--- config.mk ---
export PLATFORM = sky130hd
export DESIGN_NAME = sbsram_core
export DESIGN_NICKNAME = d
export VERILOG_FILES = /design/src/rtl/sbsram_pkg.sv /design/src/rtl/sbsram_addr_ctl.sv /design/src/rtl/sbsram_wen_dec.sv /design/src/rtl/sbsram_array.sv /design/src/rtl/sbsram_core.sv
export SDC_FILE = /design/constraint.sdc
export NUM_CORES = 2
export LEC_CHECK = 0
export BUFFER_PORTS_ARGS = -buffer_cell sky130_fd_sc_hd__buf_2
export CAP_MARGIN = 25
export CORE_ASPECT_RATIO = 1.5
export CORE_MARGIN = 4
export CORE_UTILIZATION = 50
export CTS_BUF_LIST = sky130_fd_sc_hd__clkbuf_4
export CTS_CLUSTER_SIZE = 24
export DETAILED_ROUTE_END_ITERATION = 12
export PLACE_DENSITY = 0.65
export SLEW_MARGIN = 10
export SYNTH_ARGS = -nofsm -noshare
export SYNTH_HDL_FRONTEND = slang
export SYNTH_SLANG_ARGS = --single-unit
export TNS_END_PERCENT = 10
--- constraint.sdc ---
create_clock -name clk -period 2.4 [get_ports clk]
set_clock_uncertainty 0.05 [all_clocks]
set_input_delay 0.12 -clock clk [delete_from_list [all_inputs] [get_ports clk]]
set_output_delay 0.12 -clock clk [all_outputs]
set_load 0.02 [all_outputs]
--- src/rtl/sbsram_pkg.sv ---
package sbsram_pkg;

   localparam int BURST_W = 2;

   function automatic logic chip_selected(input logic a_n, input logic b_n, input logic c);
      return !a_n && !b_n && c;
   endfunction

endpackage

--- src/rtl/sbsram_addr_ctl.sv ---
module sbsram_addr_ctl #(
   parameter int ADDR_W  = 6,
   parameter int BURST_W = 2
) (
   input  logic              clk,
   input  logic              rst_n,
   input  logic              sleep,
   input  logic              load_n,
   input  logic              adv_n,
   input  logic              sel_in,
   input  logic [ADDR_W-1:0] addr,
   output logic [ADDR_W-1:0] cur_addr,
   output logic [ADDR_W-1:0] nxt_addr,
   output logic              sel_q
);
   localparam int HI_W = ADDR_W - BURST_W;

   logic               first_q;
   logic [BURST_W-1:0] low_nxt;
   logic               step;

   if (ADDR_W <= BURST_W) begin : g_bad_width
      $error("ADDR_W must exceed BURST_W");
   end

   assign step     = !adv_n && !first_q;
   assign low_nxt  = cur_addr[BURST_W-1:0] + BURST_W'(step);
   assign nxt_addr = {cur_addr[ADDR_W-1:BURST_W], low_nxt};

   always_ff @(posedge clk or negedge rst_n) begin
      if (!rst_n) begin
         cur_addr <= '0;
         sel_q    <= 1'b0;
         first_q  <= 1'b0;
      end else if (!sleep) begin
         if (!load_n) begin
            cur_addr <= addr;
            sel_q    <= sel_in;
            first_q  <= 1'b1;
         end else begin
            cur_addr <= nxt_addr;
            first_q  <= 1'b0;
         end
      end
   end

   assert_sel_hold_R3: assert property (@(posedge clk) disable iff (!rst_n)
      (load_n || sleep) |=> $stable(sel_q));

   assert_upper_kept_R6: assert property (@(posedge clk) disable iff (!rst_n)
      load_n |=> $stable(cur_addr[ADDR_W-1:ADDR_W-HI_W]));

   assert_first_no_step_R7: assert property (@(posedge clk) disable iff (!rst_n)
      (first_q && load_n) |=> $stable(cur_addr));

   assert_sleep_freeze_R10: assert property (@(posedge clk) disable iff (!rst_n)
      sleep |=> ($stable(cur_addr) && $stable(sel_q)));

endmodule

--- src/rtl/sbsram_wen_dec.sv ---
module sbsram_wen_dec #(
   parameter int LANES = 4
) (
   input  logic             clk,
   input  logic             rst_n,
   input  logic             gw_n,
   input  logic             bwe_n,
   input  logic [LANES-1:0] bw_n,
   output logic [LANES-1:0] lane_we
);
   if (LANES < 1) begin : g_bad_lanes
      $error("LANES must be at least 1");
   end

   for (genvar i = 0; i < LANES; i++) begin : g_lane
      assign lane_we[i] = !gw_n || (!bwe_n && !bw_n[i]);
   end

   assert_global_full_R4: assert property (@(posedge clk) disable iff (!rst_n)
      !gw_n |-> (&lane_we));

   assert_byte_off_R5: assert property (@(posedge clk) disable iff (!rst_n)
      (gw_n && bwe_n) |-> (lane_we == '0));

endmodule

--- src/rtl/sbsram_array.sv ---
module sbsram_array #(
   parameter int ADDR_W = 6,
   parameter int LANES  = 4,
   parameter int LANE_W = 8
) (
   input  logic                    clk,
   input  logic                    we,
   input  logic [LANES-1:0]        lane_we,
   input  logic [ADDR_W-1:0]       waddr,
   input  logic [LANES*LANE_W-1:0] wdata,
   input  logic [ADDR_W-1:0]       raddr,
   output logic [LANES*LANE_W-1:0] rdata
);
   localparam int DEPTH = 1 << ADDR_W;

   for (genvar i = 0; i < LANES; i++) begin : g_lane
      logic [LANE_W-1:0] mem [DEPTH];

      always_ff @(posedge clk) begin
         if (we && lane_we[i]) mem[waddr] <= wdata[i*LANE_W +: LANE_W];
      end

      assign rdata[i*LANE_W +: LANE_W] = mem[raddr];
   end

endmodule

--- src/rtl/sbsram_core.sv ---
module sbsram_core
   import sbsram_pkg::*;
#(
   parameter int ADDR_W = 6,
   parameter int LANES  = 4,
   parameter int LANE_W = 8
) (
   input  logic                    clk,
   input  logic                    rst_n,
   input  logic                    load_n,
   input  logic                    ce_a_n,
   input  logic                    ce_b_n,
   input  logic                    ce_c,
   input  logic                    adv_n,
   input  logic                    gw_n,
   input  logic                    bwe_n,
   input  logic [LANES-1:0]        bw_n,
   input  logic [ADDR_W-1:0]       addr,
   input  logic [LANES*LANE_W-1:0] wdata,
   input  logic                    oe_n,
   input  logic                    sleep,
   output logic [LANES*LANE_W-1:0] rdata,
   output logic                    rvalid
);
   localparam int DATA_W = LANES * LANE_W;

   logic [ADDR_W-1:0] cur_addr;
   logic [ADDR_W-1:0] nxt_addr;
   logic              sel_q;
   logic [LANES-1:0]  lane_we;
   logic              any_we;
   logic              wr_go;
   logic [DATA_W-1:0] arr_rd;

   sbsram_addr_ctl #(.ADDR_W(ADDR_W), .BURST_W(BURST_W)) u_addr (
      .clk     (clk),
      .rst_n   (rst_n),
      .sleep   (sleep),
      .load_n  (load_n),
      .adv_n   (adv_n),
      .sel_in  (chip_selected(ce_a_n, ce_b_n, ce_c)),
      .addr    (addr),
      .cur_addr(cur_addr),
      .nxt_addr(nxt_addr),
      .sel_q   (sel_q)
   );

   sbsram_wen_dec #(.LANES(LANES)) u_wen (
      .clk    (clk),
      .rst_n  (rst_n),
      .gw_n   (gw_n),
      .bwe_n  (bwe_n),
      .bw_n   (bw_n),
      .lane_we(lane_we)
   );

   assign any_we = |lane_we;
   assign wr_go  = !sleep && load_n && sel_q && any_we;

   sbsram_array #(.ADDR_W(ADDR_W), .LANES(LANES), .LANE_W(LANE_W)) u_array (
      .clk    (clk),
      .we     (wr_go),
      .lane_we(lane_we),
      .waddr  (nxt_addr),
      .wdata  (wdata),
      .raddr  (cur_addr),
      .rdata  (arr_rd)
   );

   assign rvalid = sel_q && !oe_n && !sleep && !any_we;
   assign rdata  = rvalid ? arr_rd : '0;

   assert_oe_gate_R9: assert property (@(posedge clk) disable iff (!rst_n)
      oe_n |-> (!rvalid && rdata == '0));

   assert_sleep_idle_R10: assert property (@(posedge clk) disable iff (!rst_n)
      sleep |-> (!rvalid && rdata == '0));

   assert_read_only_R12: assert property (@(posedge clk) disable iff (!rst_n)
      rvalid |-> (gw_n && (bwe_n || (&bw_n))));

endmodule

==> impl_results.md <==
* Yosys top cell area share at 77.26%
* CTS root buffer: clkbuf_4
* CP Launch Type: flop
* DP Wirelength at 156.8 mm
* Reg2Reg Setup Slack at -0.69 ns
* R2r worst-path depth at 14
* Status: complete, but fails checks
* Most frequent cells after synthesis: edfxtp_1 (2048), mux4_2 (431), nand2_1 (417)
* Vias in the first global route at 46800
* Seq/Total Area, Yosys at 77.51%
* Number of setup violations in the final report at 2081
* Number of synthesized flops with an enable pin at 2048
* Boundary pin count at 86
* CP most frequent cell: buf_12
* CP endpoint kind: primary output
* Final-report hold violation count at 0
* Buf/Inv on CP at 4
* DR DRC count at 0
* Largest net degree at the start of global routing at 65
* Via-to-Cell Ratio at 5.956
* Sink Count at 2056
* Synth Register Bits at 2056
* Grt total ovfl at 0
* Worst hold start: wdata[20]
* Peak supply drop at 0.0004626 V
* Worst min path class: input pin to flop
* Reg2reg end: u_array.g_lane[0].mem[8][4]
* CTS tree: built
* LEAKAGE at 33.37 nW
* Fin nets at 5371
* Yosys warns at 0
* Row cnt at 179
* Yosys top cell by area: edfxtp_1
* Synthesized instance count at 3984
* WL/cell at 30.37 um
* CP Class: flop to primary output
* Setup ws final at -1.809 ns
* Mapped cell area at 79600 um^2
* Die width at 333.8 um
* Worst-Skew Late Latency at 1.38 ns
* Final worst path period share at 175.4%
* Ranking of synthesized cells by area: edfxtp_1 (77%), mux4_2 (12%), mux2i_1 (2.1%)
* Initial DRC Count at 4954
* Worst Setup SP: u_addr.cur_addr[0]
* Family with the most delay on the worst path: compound AO/OA/AOI/OAI gates
* Minimum clock period at 4.209 ns
* CP cell instances: buf_12 > buf_4 > buf_12 > mux4_2 > o211ai_1 > o21ai_1 > a211oi_4 > a31oi_4 > buf_6
* Crit Path Max Fanout at 6
* Die area at 165800 um^2
* Violated checks: negative setup slack
* Worst path required time at 2.23 ns
* Syn Nets at 4038
* Main synth FF type: edfxtp_1
* Reg-to-reg startpoint: u_addr.cur_addr[0]
* Yosys cell types at 53
* Clock Tree Buf Depth at 4
* WP data arrival at 4.04 ns
* Final WL at 234.2 mm
* DRT Pass-1 Iters at 6
* GRT Util Overall at 28.22%
* Initial antenna violation count at 4
* CP peak stage delay at 0.53 ns
* Ys async rst share at 0.3891%
* Slew headroom at 31.36%
* Vias at 45940
* Setup_tns at -1100.25 ns
* Pins Over Slew Limit at 0
* RSZ-0062 raised after global routing: yes
* Most frequent cell after synthesis: edfxtp_1
* Initial Utilization at 50.27%
* First-pass GRT wire length at 329.8 mm
* WHS at 0.1437 ns
* Mean Syn Cell Area at 19.98 um^2
* Maxcap violations at 0
* Slew @ Worst Pin at 1.026 ns
* Antenna viol nets, final at 0
* Max Fclk at 237.6 MHz
* Die H at 496.7 um
* Core box area at 158300 um^2
* PortBufs at 85
* Final GP Congestion at 1.081
* Hold Crit Depth at 3
* H-tree Lvls at 5
* Cell Pwr Density at 766.7 nW/um^2
* Hold worst-path end: u_array.g_lane[2].mem[12][4]
* Share of post-route cells with drive strength above 1 at 42.39%
* Crit path depth at 9
* Finished Core Util at 63.00%
* Area growth, synth to finish at 25.31%
* Clk pin slew, worst setup/hold paths at 0.07 ns
* TritonCTS buffer count at 458
* Slowest cell on the critical path: dfrtp_4
==> report_power, final <==
part	switching [mW]	internal, mW	leakage (nW)
registers	0.0353	39.5	18.5
clock network	12.9	12.4	3.23
logic	6.01	5.68	11.7
total	18.9	57.6	33.4
==> through the flow <==
step                      cells  worst slack (ns)  area, um^2  power, mW
after floorplan            3984          0.009917       79600      45.49
after global placement     6701           -0.7163       88840      49.84
after detailed placement   6704           -0.6853       88880      49.93
after CTS                  7668            -1.824       98020      76.39
after global routing       7710            -1.838       99750      79.43
final                      7713            -1.809       99750      76.48
==> state kept, by name, summed over array words and instances (netlist names) <==
signal              count
u_array.g_lane.mem   2048
u_addr.cur_addr         6
u_addr.first_q          1
u_addr.sel_q            1
==> worst max path at each step <==
stage                                  end  slack (ns)
2_1_floorplan  u_array.g_lane[1].mem[0][0]        0.01
3_3_place_gp                     rdata[11]       -0.72
3_5_place_dp                     rdata[11]       -0.69
4_1_cts                          rdata[10]       -1.82
5_1_grt                          rdata[12]       -1.84
6_report                         rdata[19]       -1.81
==> placed cells by master (no fill, tap or decap), types with 6 or more instances in the layout <==
cell type | Yosys | routed
a21oi_2 | 0 | 13
clkinv_2 | 0 | 24
mux2i_1 | 169 | 162
a22oi_2 | 0 | 17
a221oi_2 | 1 | 8
buf_4 | 36 | 564
nor2_2 | 0 | 33
buf_6 | 19 | 117
nand2_1 | 417 | 325
nand3_2 | 0 | 7
nand2_2 | 0 | 70
edfxtp_1 | 2048 | 2048
nor2_1 | 324 | 229
mux4_2 | 431 | 431
buf_8 | 6 | 55
nor2b_1 | 10 | 6
buf_2 | 45 | 55
buf_12 | 1 | 162
diode_2 | 0 | 10
nand2_4 | 0 | 12
nand3_1 | 43 | 36
nor2_4 | 0 | 62
buf_16 | 0 | 19
o21ai_0 | 10 | 7
a22oi_1 | 95 | 78
clkinv_1 | 1 | 92
dlygate4sd3_1 | 0 | 110
nand2_8 | 0 | 10
a31oi_4 | 0 | 6
a21oi_1 | 30 | 14
nor3_4 | 0 | 10
nand4_1 | 85 | 85
clkbuf_4 | 0 | 645
==> timing repair <==
action | in CTS | in global routing
hold endpoints to repair | 4105 | 0
setup endpoints to repair | 2070 | 2081
cloned | 13 | 3
hold buffers | 126 | 0
resized for setup | 375 | 330
pin swaps | 108 | 84
setup buffers | 68 | 37
==> per-layer routing <==
metal / track usage (%) / wire length, um
met1: 34.68 / 82750
met2: 46.88 / 117700
met3: 5.946 / 19020
met4: 16.14 / 14760
met5: 0 / 13
==> worst reg2reg max path: stages (launching register included) <==
cell     delay [ns]
dfrtp_4        0.53
buf_6          0.14
buf_12         0.13
buf_16         0.14
buf_12         0.13
buf_6          0.12
ha_4           0.23
buf_6          0.13
buf_4          0.14
nor3_4         0.16
buf_6          0.16
nand2_1        0.10
buf_4          0.19
nor2_1         0.22
buf_12         0.18
==> final cells by class <==
| class | count | area [um^2] |
|---|---|---|
| Fill cell | 10920 | 58590 |
| Antenna cell | 10 | 25.02 |
| Sequential cell | 2056 | 61710 |
| Timing Repair Buffer | 1088 | 11690 |
| Tap cell | 2081 | 2604 |
| Inverter | 3 | 13.76 |
| Clock buffer | 645 | 4842 |
| Clock inverter | 120 | 510.5 |
| Multi-Input combinational cell | 1710 | 18360 |
==> kinds of logic after synthesis <==
logic type / Yosys count / synth area share [%]
simple gates: 919 / 4.851
compound gates: 181 / 1.633
flops: 2056 / 77.51
xor+xnor: 2 / 0.02201
buf+inv: 218 / 1.553
mux: 607 / 14.42
fa+ha+maj: 1 / 0.01572
(Power assumes the default switching activity.)
